===== src/rtl/card_pkg.sv =====
package card_pkg;

    localparam int WORD_W       = 32;
    localparam int HALF_W       = 16;
    localparam int SIZE_LSB     = 24;
    localparam int SIZE_W       = 3;
    localparam int READY_BIT    = 23;
    localparam int BUSY_BIT     = 31;
    localparam int OWN_BIT      = 11;
    localparam int MAX_SHIFT    = 6;
    localparam int BASE_BYTES   = 256;
    localparam int LEN_W        = 8 + MAX_SHIFT + 1;
    localparam int BYTES_PER_WD = WORD_W / 8;

    localparam logic [7:0]        OP_BLOCK_READ = 8'hB7;
    localparam logic [HALF_W-1:0] XCFG_MASK     = 16'hE8FF;
    localparam logic [HALF_W-1:0] XCFG_RESET    = 16'h0800;

    typedef enum logic [1:0] {
        SEL_CTRL   = 2'd0,
        SEL_CMD_LO = 2'd1,
        SEL_CMD_HI = 2'd2,
        SEL_DATA   = 2'd3
    } reg_sel_e;

    typedef enum logic [1:0] {
        ENG_IDLE = 2'd0,
        ENG_REQ  = 2'd1,
        ENG_WAIT = 2'd2
    } eng_state_e;

    typedef struct packed {
        logic              fire;
        logic              we;
        reg_sel_e          sel;
        logic [WORD_W-1:0] wdata;
    } bus_acc_t;

    function automatic logic [LEN_W-1:0] block_bytes(input logic [SIZE_W-1:0] code);
        logic [LEN_W-1:0] len;
        case (code)
            3'd0:    len = '0;
            3'd7:    len = LEN_W'(BYTES_PER_WD);
            default: len = LEN_W'(BASE_BYTES) << code;
        endcase
        return len;
    endfunction

    function automatic logic [WORD_W-1:0] cmd_address(input logic [WORD_W-1:0] lo,
                                                      input logic [WORD_W-1:0] hi);
        return {lo[15:8], lo[23:16], lo[31:24], hi[7:0]};
    endfunction

endpackage


===== src/rtl/card_port_arb.sv =====
module card_port_arb
    import card_pkg::*;
(
    input  logic              clk,
    input  logic              rst,
    input  logic              cfg_we,
    input  logic [HALF_W-1:0] cfg_wdata,
    output logic [HALF_W-1:0] cfg_q,
    input  logic              pa_req,
    input  logic              pa_we,
    input  logic [1:0]        pa_addr,
    input  logic [WORD_W-1:0] pa_wdata,
    output logic              pa_ack,
    output logic [WORD_W-1:0] pa_rdata,
    input  logic              pb_req,
    input  logic              pb_we,
    input  logic [1:0]        pb_addr,
    input  logic [WORD_W-1:0] pb_wdata,
    output logic              pb_ack,
    output logic [WORD_W-1:0] pb_rdata,
    input  logic              fetching,
    input  logic [WORD_W-1:0] status_word,
    input  logic [WORD_W-1:0] owner_rdata,
    output bus_acc_t          acc,
    output logic              owner_a
);

    logic [HALF_W-1:0] cfg_r;
    logic              own_req, own_we, stall;
    reg_sel_e          own_sel, sel_a, sel_b;
    logic [WORD_W-1:0] own_wdata;

    always_ff @(posedge clk) begin
        if (rst)         cfg_r <= XCFG_RESET;
        else if (cfg_we) cfg_r <= cfg_wdata & XCFG_MASK;
    end

    assign cfg_q   = cfg_r;
    assign owner_a = cfg_r[OWN_BIT];
    assign sel_a   = reg_sel_e'(pa_addr);
    assign sel_b   = reg_sel_e'(pb_addr);

    always_comb begin
        own_req   = owner_a ? pa_req   : pb_req;
        own_we    = owner_a ? pa_we    : pb_we;
        own_sel   = owner_a ? sel_a    : sel_b;
        own_wdata = owner_a ? pa_wdata : pb_wdata;
        stall     = fetching && ((own_sel == SEL_DATA && !own_we) ||
                                 (own_sel == SEL_CTRL &&  own_we));
        acc.fire  = own_req && !stall;
        acc.we    = own_we;
        acc.sel   = own_sel;
        acc.wdata = own_wdata;
    end

    always_comb begin
        if (owner_a) begin
            pa_ack   = pa_req && !stall;
            pa_rdata = owner_rdata;
            pb_ack   = pb_req;
            pb_rdata = (sel_b == SEL_CTRL) ? status_word : '0;
        end else begin
            pb_ack   = pb_req && !stall;
            pb_rdata = owner_rdata;
            pa_ack   = pa_req;
            pa_rdata = (sel_a == SEL_CTRL) ? status_word : '0;
        end
    end

    assert_nonowner_a_quiet_R10: assert property (@(posedge clk) disable iff (rst)
        (!owner_a && pa_req && sel_a != SEL_CTRL) |-> (pa_rdata == '0));

    assert_nonowner_b_quiet_R10: assert property (@(posedge clk) disable iff (rst)
        (owner_a && pb_req && sel_b != SEL_CTRL) |-> (pb_rdata == '0));

    assert_cfg_masked_R9: assert property (@(posedge clk) disable iff (rst)
        cfg_we |=> (cfg_q == ($past(cfg_wdata) & XCFG_MASK)));

endmodule


===== src/rtl/card_regs.sv =====
module card_regs
    import card_pkg::*;
(
    input  logic              clk,
    input  logic              rst,
    input  bus_acc_t          acc,
    output logic [WORD_W-1:0] ctrl_q,
    output logic [WORD_W-1:0] cmd_lo,
    output logic [WORD_W-1:0] cmd_hi,
    output logic              start,
    output logic [SIZE_W-1:0] start_code,
    output logic              pop
);

    logic [WORD_W-1:0] ctrl_r, lo_r, hi_r;
    logic              wr_fire;

    assign wr_fire = acc.fire && acc.we;

    always_ff @(posedge clk) begin
        if (rst) begin
            ctrl_r <= '0;
            lo_r   <= '0;
            hi_r   <= '0;
        end else if (wr_fire) begin
            case (acc.sel)
                SEL_CTRL: begin
                    ctrl_r            <= acc.wdata;
                    ctrl_r[READY_BIT] <= 1'b0;
                    ctrl_r[BUSY_BIT]  <= 1'b0;
                end
                SEL_CMD_LO: lo_r <= acc.wdata;
                SEL_CMD_HI: hi_r <= acc.wdata;
                default: ;
            endcase
        end
    end

    assign ctrl_q     = ctrl_r;
    assign cmd_lo     = lo_r;
    assign cmd_hi     = hi_r;
    assign start      = wr_fire && acc.sel == SEL_CTRL && acc.wdata[BUSY_BIT];
    assign start_code = acc.wdata[SIZE_LSB +: SIZE_W];
    assign pop        = acc.fire && !acc.we && acc.sel == SEL_DATA;

    assert_status_bits_clear_R2: assert property (@(posedge clk) disable iff (rst)
        1'b1 |-> (!ctrl_r[READY_BIT] && !ctrl_r[BUSY_BIT]));

endmodule


===== src/rtl/card_xfer_engine.sv =====
module card_xfer_engine
    import card_pkg::*;
(
    input  logic              clk,
    input  logic              rst,
    input  logic              start,
    input  logic [SIZE_W-1:0] start_code,
    input  logic [7:0]        opcode,
    input  logic [WORD_W-1:0] start_addr,
    input  logic              pop,
    output logic              busy,
    output logic              ready,
    output logic [WORD_W-1:0] buffer,
    output logic              fetching,
    output logic              rom_req,
    output logic [WORD_W-1:0] rom_addr,
    input  logic              rom_ready,
    input  logic              rom_rvalid,
    input  logic [WORD_W-1:0] rom_rdata
);

    eng_state_e        state;
    logic [LEN_W-1:0]  remaining, start_len;
    logic [WORD_W-1:0] next_addr, fetch_addr, buf_r;
    logic              busy_r, ready_r, go;

    assign start_len = block_bytes(start_code);
    assign go        = (opcode == OP_BLOCK_READ) && (start_len != '0);

    always_ff @(posedge clk) begin
        if (rst) begin
            state      <= ENG_IDLE;
            remaining  <= '0;
            next_addr  <= '0;
            fetch_addr <= '0;
            buf_r      <= '0;
            busy_r     <= 1'b0;
            ready_r    <= 1'b0;
        end else if (start) begin
            ready_r <= 1'b0;
            buf_r   <= '0;
            if (go) begin
                busy_r     <= 1'b1;
                fetch_addr <= start_addr;
                next_addr  <= start_addr + WORD_W'(BYTES_PER_WD);
                remaining  <= start_len - LEN_W'(BYTES_PER_WD);
                state      <= ENG_REQ;
            end else begin
                busy_r    <= 1'b0;
                remaining <= '0;
                state     <= ENG_IDLE;
            end
        end else if (pop) begin
            ready_r <= 1'b0;
            if (remaining != '0) begin
                fetch_addr <= next_addr;
                next_addr  <= next_addr + WORD_W'(BYTES_PER_WD);
                remaining  <= remaining - LEN_W'(BYTES_PER_WD);
                state      <= ENG_REQ;
            end else begin
                buf_r  <= '0;
                busy_r <= 1'b0;
            end
        end else begin
            case (state)
                ENG_REQ:  if (rom_ready) state <= ENG_WAIT;
                ENG_WAIT: if (rom_rvalid) begin
                    buf_r   <= rom_rdata;
                    ready_r <= 1'b1;
                    state   <= ENG_IDLE;
                end
                default: ;
            endcase
        end
    end

    assign busy     = busy_r;
    assign ready    = ready_r;
    assign buffer   = buf_r;
    assign fetching = (state != ENG_IDLE);
    assign rom_req  = (state == ENG_REQ);
    assign rom_addr = fetch_addr;

    assert_req_held_R7: assert property (@(posedge clk) disable iff (rst)
        (rom_req && !rom_ready) |=> (rom_req && $stable(rom_addr)));

    assert_ready_on_fill_R7: assert property (@(posedge clk) disable iff (rst)
        (state == ENG_WAIT && rom_rvalid && !start && !pop) |=> (ready && buffer == $past(rom_rdata)));

    assert_addr_step_R4: assert property (@(posedge clk) disable iff (rst)
        (pop && remaining != '0) |=> (rom_req && rom_addr == $past(rom_addr) + WORD_W'(BYTES_PER_WD)));

    assert_drain_R6: assert property (@(posedge clk) disable iff (rst)
        (pop && remaining == '0) |=> (!busy && !ready && buffer == '0));

    assert_no_pop_in_flight_R8: assert property (@(posedge clk) disable iff (rst)
        pop |-> (state == ENG_IDLE));

    assert_other_op_idle_R5: assert property (@(posedge clk) disable iff (rst)
        (start && opcode != OP_BLOCK_READ) |=> (!busy && !rom_req));

endmodule


===== src/rtl/card_rom_xfer.sv =====
module card_rom_xfer
    import card_pkg::*;
(
    input  logic        clk,
    input  logic        rst,
    input  logic        cfg_we,
    input  logic [15:0] cfg_wdata,
    output logic [15:0] cfg_q,
    input  logic        pa_req,
    input  logic        pa_we,
    input  logic [1:0]  pa_addr,
    input  logic [31:0] pa_wdata,
    output logic        pa_ack,
    output logic [31:0] pa_rdata,
    input  logic        pb_req,
    input  logic        pb_we,
    input  logic [1:0]  pb_addr,
    input  logic [31:0] pb_wdata,
    output logic        pb_ack,
    output logic [31:0] pb_rdata,
    output logic        rom_req,
    output logic [31:0] rom_addr,
    input  logic        rom_ready,
    input  logic        rom_rvalid,
    input  logic [31:0] rom_rdata
);

    bus_acc_t          acc;
    logic              owner_a, fetching, busy, ready, start, pop;
    logic [WORD_W-1:0] ctrl_q, cmd_lo, cmd_hi, buffer, status_word, owner_rdata;
    logic [SIZE_W-1:0] start_code;

    card_port_arb u_arb (
        .clk(clk), .rst(rst),
        .cfg_we(cfg_we), .cfg_wdata(cfg_wdata), .cfg_q(cfg_q),
        .pa_req(pa_req), .pa_we(pa_we), .pa_addr(pa_addr), .pa_wdata(pa_wdata),
        .pa_ack(pa_ack), .pa_rdata(pa_rdata),
        .pb_req(pb_req), .pb_we(pb_we), .pb_addr(pb_addr), .pb_wdata(pb_wdata),
        .pb_ack(pb_ack), .pb_rdata(pb_rdata),
        .fetching(fetching), .status_word(status_word), .owner_rdata(owner_rdata),
        .acc(acc), .owner_a(owner_a)
    );

    card_regs u_regs (
        .clk(clk), .rst(rst), .acc(acc),
        .ctrl_q(ctrl_q), .cmd_lo(cmd_lo), .cmd_hi(cmd_hi),
        .start(start), .start_code(start_code), .pop(pop)
    );

    card_xfer_engine u_eng (
        .clk(clk), .rst(rst),
        .start(start), .start_code(start_code),
        .opcode(cmd_lo[7:0]), .start_addr(cmd_address(cmd_lo, cmd_hi)),
        .pop(pop), .busy(busy), .ready(ready), .buffer(buffer), .fetching(fetching),
        .rom_req(rom_req), .rom_addr(rom_addr), .rom_ready(rom_ready),
        .rom_rvalid(rom_rvalid), .rom_rdata(rom_rdata)
    );

    always_comb begin
        status_word            = ctrl_q;
        status_word[BUSY_BIT]  = busy;
        status_word[READY_BIT] = ready;
        case (acc.sel)
            SEL_CTRL:   owner_rdata = status_word;
            SEL_CMD_LO: owner_rdata = cmd_lo;
            SEL_CMD_HI: owner_rdata = cmd_hi;
            default:    owner_rdata = buffer;
        endcase
    end

    assert_fetch_needs_busy_R4: assert property (@(posedge clk) disable iff (rst)
        rom_req |-> busy);

    assert_one_owner_ack_R9: assert property (@(posedge clk) disable iff (rst)
        (owner_a && pb_req) |-> pb_ack);

endmodule


===== config.mk =====
export PLATFORM = sky130hd
export DESIGN_NAME = card_rom_xfer
export DESIGN_NICKNAME = d
export VERILOG_FILES = /design/src/rtl/card_pkg.sv /design/src/rtl/card_port_arb.sv /design/src/rtl/card_regs.sv /design/src/rtl/card_xfer_engine.sv /design/src/rtl/card_rom_xfer.sv
export SDC_FILE = /design/constraint.sdc
export NUM_CORES = 1
export LEC_CHECK = 0
export BUFFER_PORTS_ARGS = -buffer_cell sky130_fd_sc_hd__buf_4
export CORE_MARGIN = 2
export CORE_UTILIZATION = 40
export DETAILED_ROUTE_END_ITERATION = 8
export PLACE_DENSITY = 0.76
export SLEW_MARGIN = 20
export SYNTH_ARGS = -nofsm -noshare
export SYNTH_HDL_FRONTEND = slang
export SYNTH_SLANG_ARGS = --single-unit

===== constraint.sdc =====
create_clock -name clk -period 3.97 [get_ports clk]
set_input_delay 0.397 -clock clk [delete_from_list [all_inputs] [get_ports clk]]
set_output_delay 0.397 -clock clk [all_outputs]
set_load 0.01 [all_outputs]

# Word level (Yosys, flattened, before mapping)
# Index checks and enable logic that the tools add are counted.
dict set report totals {
  mem_bits_rw 0
  register_bits 221
  mem_bits_ro 0
  mem_count 0
  latch_bits 0
  out_inout_bits 115
}
dict set report classes {
  reduce_logical 38
  muxes 39
  bitwise_logic 0
  mul 0
  n_eq_ne 13
  n_addsub 4
  n_div 0
  n_shift 1
  order_cmp 0
}
# operator n
set op_table {}
lappend op_table {{32-bit 2-to-1 mux} 17}
lappend op_table {{32-bit case mux with 3 select lines} 1}
lappend op_table {{32-bit by 3-bit adder with 32-bit output (second input constant)} 2}
lappend op_table {{15-bit 2-to-1 mux} 4}
lappend op_table {{15-bit case mux with 2 select lines} 1}
lappend op_table {{15-bit nonzero test} 2}
lappend op_table {{15-bit by 3-bit subtractor with 15-bit output (second input constant)} 2}
lappend op_table {{9-bit by 3-bit << shifter with 15-bit output (first input constant)} 1}
lappend op_table {{1-bit logical AND} 12}
lappend op_table {{2-bit 2-to-1 mux} 6}
lappend op_table {{2-bit AND reduction} 6}
lappend op_table {{2-bit nonzero test} 5}
lappend op_table {{1-bit 2-to-1 mux} 9}
lappend op_table {{8-bit equality test (second input constant)} 1}
lappend op_table {{2-bit equality test (second input constant)} 3}
lappend op_table {{2-bit zero test} 3}
lappend op_table {{3-bit AND reduction} 2}
lappend op_table {{2-bit by 1-bit equality test with 1-bit output (second input constant)} 2}
lappend op_table {{2-bit inequality test (second input constant)} 2}
lappend op_table {{4-bit by 1-bit inequality test with 1-bit output (second input constant)} 1}
lappend op_table {{4-bit inequality test (second input constant)} 1}
lappend op_table {{2-bit case mux with 2 select lines} 1}
lappend op_table {{4-bit AND reduction} 1}
lappend op_table {{4-bit nonzero test} 1}
lappend op_table {{other kinds (8)} 9}

# Depth between registers and ports, before layout
dict set report logic_depth {
  depth_word 12
  ltp_mapped 21
  ltp_nobuf 15
}

# Hierarchy
# From an unflattened synthesis, not the netlist that was laid out.
dict set report hier_totals {
  hier_cells 1332
  hier_area_um2 12283.0
}
# mod n_inst area_per_inst_um2 cells_each seq_area_each_um2
set modules_own_cells {}
lappend modules_own_cells {card_xfer_engine 1 5798.1 698 2262.2}
lappend modules_own_cells {card_regs 1 3925.0 353 1881.8}
lappend modules_own_cells {card_port_arb 1 1745.4 242 240.2}
lappend modules_own_cells {card_rom_xfer 1 814.5 39 0.0}

# Worst setup path before layout
# Ideal clock, no wire load.
dict set report synth_path {
  kind {register -> register}
  start {reg u_eng.state[0]}
  end {reg u_eng.next_addr[18]}
  required_ps 3899
  synth_period_minus_slack_ps 3734
  path_slack_ps 236
  path_buffers 4
  path_stages_with_launch 20
  arrival_ps 3663
  cell_sequence {dfxtp_1 -> inv_1 -> ha_1 -> buf_2 -> nand4_1 -> o22a_1 -> buf_2 -> nor2_2 -> buf_2 -> buf_1 -> nand2_1 -> nand2_1 -> ha_1 -> nand2_1 -> inv_1 -> o21ai_1 -> a22oi_1 -> nor3b_1 -> mux2_2 -> a21oi_1}
}
dict set report synth_via {
  elab_chain_cells 9
  word_cells_on_any_way 14
}
# item line
set synth_rtl {}
lappend synth_rtl {{from (decl)} card_xfer_engine.sv:22} ;# eng_state_e state;
lappend synth_rtl {{from (signal assigned)} card_xfer_engine.sv:32} ;# state <= ENG_IDLE;
lappend synth_rtl {{from (signal assigned)} card_xfer_engine.sv:47} ;# state <= ENG_REQ;
lappend synth_rtl {{from (signal assigned)} card_xfer_engine.sv:51} ;# state <= ENG_IDLE;
lappend synth_rtl {{2-bit nonzero test (*)} card_xfer_engine.sv:80} ;# assign fetching = (state != ENG_IDLE);
lappend synth_rtl {{1-bit logical AND (*)} card_port_arb.sv:48} ;# stall = fetching && ((own_sel == SEL_DATA && !own_we) ||
lappend synth_rtl {{1-bit zero test (*)} card_port_arb.sv:50} ;# acc.fire = own_req && !stall;
lappend synth_rtl {{1-bit logical AND (*)} card_port_arb.sv:50}
lappend synth_rtl {{1-bit logical AND} card_regs.sv:18} ;# assign wr_fire = acc.fire && acc.we;
lappend synth_rtl {{1-bit logical AND (2 in series)} card_regs.sv:42} ;# assign start = wr_fire && acc.sel == SEL_CTRL && acc.wdata[BUSY_BIT];
lappend synth_rtl {{2-bit by 1-bit inequality test with 1-bit output (no source line) or 2-bit nonzero test (tied branches)} -}
lappend synth_rtl {{3-bit AND reduction (no source line)} -}
lappend synth_rtl {{to (signal assigned)} card_xfer_engine.sv:45} ;# next_addr <= start_addr + WORD_W'(BYTES_PER_WD);
lappend synth_rtl {{to (signal assigned)} card_xfer_engine.sv:57} ;# next_addr <= next_addr + WORD_W'(BYTES_PER_WD);
lappend synth_rtl {{to (decl)} card_xfer_engine.sv:24} ;# logic [WORD_W-1:0] next_addr, fetch_addr, buf_r;
# Mark *: on every way between the ends. The rest lies on a longest branch, timed or not.
# A chain may end at the register's enable or synchronous reset.

# Worst setup path in the final report
dict set report layout_path {
  start {reg u_arb.cfg_r[11], in the netlist u_arb.cfg_q[11]}
  end {out pa_rdata[24]}
}
dict set report layout_via {
  elab_chain_cells 4
  word_cells_on_any_way 6
}
# item line
set layout_rtl {}
lappend layout_rtl {{from (decl)} card_port_arb.sv:28} ;# logic [HALF_W-1:0] cfg_r;
lappend layout_rtl {{from (signal assigned)} card_port_arb.sv:35} ;# else if (cfg_we) cfg_r <= cfg_wdata & XCFG_MASK;
lappend layout_rtl {{2-bit 2-to-1 mux} card_port_arb.sv:46} ;# own_sel = owner_a ? sel_a : sel_b;
lappend layout_rtl {{2-bit equality test (tied with other cells)} card_rom_xfer.sv:63} ;# case (acc.sel)
lappend layout_rtl {{32-bit case mux with 3 select lines} card_rom_xfer.sv:63}
lappend layout_rtl {{32-bit 2-to-1 mux (*)} card_port_arb.sv:57} ;# if (owner_a) begin
lappend layout_rtl {{to (decl)} card_rom_xfer.sv:14} ;# output logic [31:0] pa_rdata,
# Marked as above.

==> key figures <==
Power and ir drop
  • Net switching fraction of the power: 28.71%
  • VDD IR-drop max: 242.6 µV
  • Power dissipated by switching net loads: about 1.7 mW
  • Overall power after layout: ~5.8 mW
  • Sequential share of power: around two fifths
  • Combinational share of power: between 10% and 20%
  • Share of power burned in the clock network: 40.8%
  • Int Pwr: 4.118 mW
  • Static Leakage: 5.627 nW
  • PwrDens: between 300 and 400 nW/µm²

Floorplanning
  • Number of top-level design ports: 240
  • Row cnt: 62
  • Die outline area: 30,660 µm²
  • Std-Cell Core Area: 28,780 µm²
  • Overall die width: 175.1 µm
  • Starting density of the core: 40.69%
  • Die height: 175.1 µm

Synthesis
  • Main area contributors after synthesis: dfxtp_1 37%, a211oi_1 8.1%, nor2_1 6.5%
  • Synthesized instance count: 1,346
  • Post-Syn Area: 11,710 µm²
  • Count of cell types in the netlist: 75
  • Share of the synthesized area in the top cell type: 37.44%
  • Cell accounting for the most synthesized area: dfxtp_1
  • Number of synthesis warnings: 0
  • EDFF count, synth: 0
  • Fraction of registers with async set/reset: 0%
  • Avg Inst Size Synth: 8.701 µm²
  • Primary flip-flop cell chosen by synthesis mapping: dfxtp_1
  • Sequential cell area fraction in the yosys report: 37.44%
  • FF+latch count, synth: around 220

Clock tree
  • Number of buffers on the longest clock path: 3
  • Buffers inserted during post-CTS setup optimization: 0
  • Number of sinks on the clock net: about 220
  • H-tree lvl count: 1
  • Reg clk slew, reported paths: 60 ps
  • TritonCTS clock tree: done
  • TritonCTS buffer count: 25
  • CTS Root Cell: clkbuf_16
  • Hold buffer count at CTS: 0
  • Latest clock arrival within the worst-skew pair: about 540 ps

STA
  • Count of final max-slew check failures: 0
  • Shortest clock period the worst path allows after layout: 3672 ps
  • Setup_tns: 0 ps
  • RSZ-0062 raised after global routing: false
  • Max Freq: 0.2723 GHz
  • Final hold violations: 0
  • Slew @ Worst Pin: slightly below 1000 ps
  • Clock Skews: 9.434 ps
  • Final setup violating endpoints: 0
  • Final clock period utilization by the worst path: between 90% and 100%
  • Remaining max-slew budget at the tightest pin: 34.50%

Setup path
  • Signal arrival time at the worst endpoint: between 3000 and 4000 ps
  • CP max FO: between 50 and 60
  • Critical Path Source Type: register
  • Critical path class: register to primary output
  • CP Capture Type: primary output
  • Data required time of the critical path: 3570 ps

Routing
  • Final ANT Viol Nets: 0
  • Iteration count of the initial detailed-routing pass: 5
  • Average wire length per cell after detail routing: 20.60 µm
  • Count of unresolved DRC violations after routing: 0
  • Via Count: 11,656
  • Via-per-instance ratio: 6.090
  • Total Wirelength: 39,430 µm
  • First-iteration detailed-routing DRC count: 1,149

Placed design
  • DP HPWL: 26,600 µm
  • I/O Buffers: around 230
  • Inst Count DP: between 1,500 and 2,000
  • Routability congestion estimate from global placement: 0.9007
  • DP Area: 13,720 µm²

Final layout
  • Number of nets at the end of the flow: 1,642
  • Area of the multi-input gates: around 6800 µm²
  • Final core utilization: 50.64%
  • Finished Layout Cells: 1,914
  • Antenna cells: 0
  • Post-layout instance area: 14,570 µm²
  • Area growth from synthesis to layout: 24.44%
  • Proportion of layout cells with a drive suffix above 1: 24.38%
  • Footprint of the flip-flops and latches: about 4400 µm²
  • Fill count: approximately 2,700

Global route
  • Maximum number of pins on one net before global-route repair: approximately 180
  • Initial antenna violation count: 0
  • Wire length of the first global-routing pass: approximately 60,000 µm
  • Grt ovf: 0
  • Via count of the first global-routing pass: 10,857
  • Overall track demand over capacity in global routing: roughly a quarter

Flow run
  • Max Cap Viol: 0

Run status
  • Status: finished, final reports clean

Worst hold path
  • Hold WC Path Type: input port to register
[layer usage]
layer	share of wire [%]	GRT usage [%]	up-vias
met5	0	0	-
met4	4.8	11.53	0
met1	40	30.99	5599
li1	-	-	5392
met3	8.1	4.243	122
met2	47	40.21	543
[power by group through the flow]
| stage | clock network, mW | registers (mW) | logic (mW) |
|---|---|---|---|
| after floorplan | 0 | 2.43 | 0.618 |
| final | 2.36 | 2.43 | 0.996 |
| after global placement | 0 | 2.46 | 0.962 |
| after CTS | 2.38 | 2.42 | 0.991 |
| after global routing | 2.47 | 2.44 | 1.08 |
| after detailed placement | 0 | 2.47 | 0.986 |
[what timing repair did]
action                     CTS  global route
resized for setup            0             3
setup endpoints to repair    0            30
hold endpoints to repair     0             0
[cell usage in the layout (no fill, tap or decap), drive strengths merged, types with 6 or more instances in the layout]
cell type  Yosys  layout
a211oi       126     126
a21oi         59      59
a22o          66      66
a22oi         39      39
a311oi        16      16
a31oi         14      14
and3          16      16
buf           48     267
clkbuf        84      33
clkinv         1      10
dfxtp        219     219
ha             6       6
inv           13      14
mux2           8       8
mux2i         65      65
mux4          32      32
nand2        102     102
nand3         26      26
nand4         16      16
nand4b         6       6
nor2         206     206
nor3          13      13
nor3b         11      11
o211ai        11      11
o21ai         49      49
o22ai          7       7
[through the flow]
step	worst slack, ps	hold slack [ps]
after floorplan	236.0	432.1
after global placement	465.4	440.2
after detailed placement	343.9	452.2
after CTS	55.46	85.09
after global routing	113.5	96.83
final	297.9	101.0
[state kept, by name, indices dropped and copies added (netlist names)]
signal	count
u_eng.remaining	13
u_eng.state	2
u_eng.ready	1
u_regs.ctrl_q	30
u_eng.next_addr	32
u_regs.cmd_hi	32
u_arb.cfg_q	12
u_eng.rom_addr	32
u_regs.cmd_lo	32
u_eng.buffer	32
u_eng.busy	1
[Yosys cell counts (10+ instances only)]
cell and n:
a22o_1 66, nor3b_1 10, and3_1 16, dfxtp_1 219, buf_1 11, buf_2 26, nand4_1 15, a311oi_1 16
a211oi_1 126, mux2i_1 64, nor3_1 13, a31oi_1 14, a21oi_1 59, a22oi_1 39, nand3_1 26, o21ai_0 48
nor2_1 204, nand2_1 101, o211ai_1 11, mux4_2 32, clkbuf_1 82, inv_1 13
[kinds of logic (layout without fill, tap and decap cells)]
family	count (synthesis)	count (layout)	share of synthesized area, %
compound gates	433	433	26.67
simple gates	432	432	16.92
flops	219	219	37.44
buf+inv	146	327	5.491
mux	105	105	12.51
fa+ha+maj	6	6	0.6410
xor+xnor	4	4	0.2992
other cells	1	4	0.03202
[cell type report]
cell class,instances,area share [%]
Multi-Input combinational cell,984,46.38
Sequential cell,219,30.11
Timing Repair Buffer,267,14.12
Clock buffer,33,4.773
Tap cell,384,3.297
Clock inverter,13,0.9615
Inverter,14,0.3606
[worst max-delay path, cell delays in order (launching register included)]
cell	delay, ps
dfxtp_4	550
buf_6	510
mux2i_4	360
buf_12	300
mux4_2	560
a22o_1	270
buf_4	150
[path summary, 6_finish.rpt]
| check | startpoint | end | slack [ps] | cells past startpoint |
|---|---|---|---|---|
| max | u_arb.cfg_q[11] | pa_rdata[24] | 300 | 6 |
| max reg2reg | u_eng.state[0] | u_eng.next_addr[18] | 330 | 14 |
| min reg2reg | u_eng.rom_addr[3] | u_eng.rom_addr[3] | 460 | 2 |
| min | cfg_wdata[5] | u_arb.cfg_q[5] | 100 | 3 |
(Power assumes the default switching activity.)
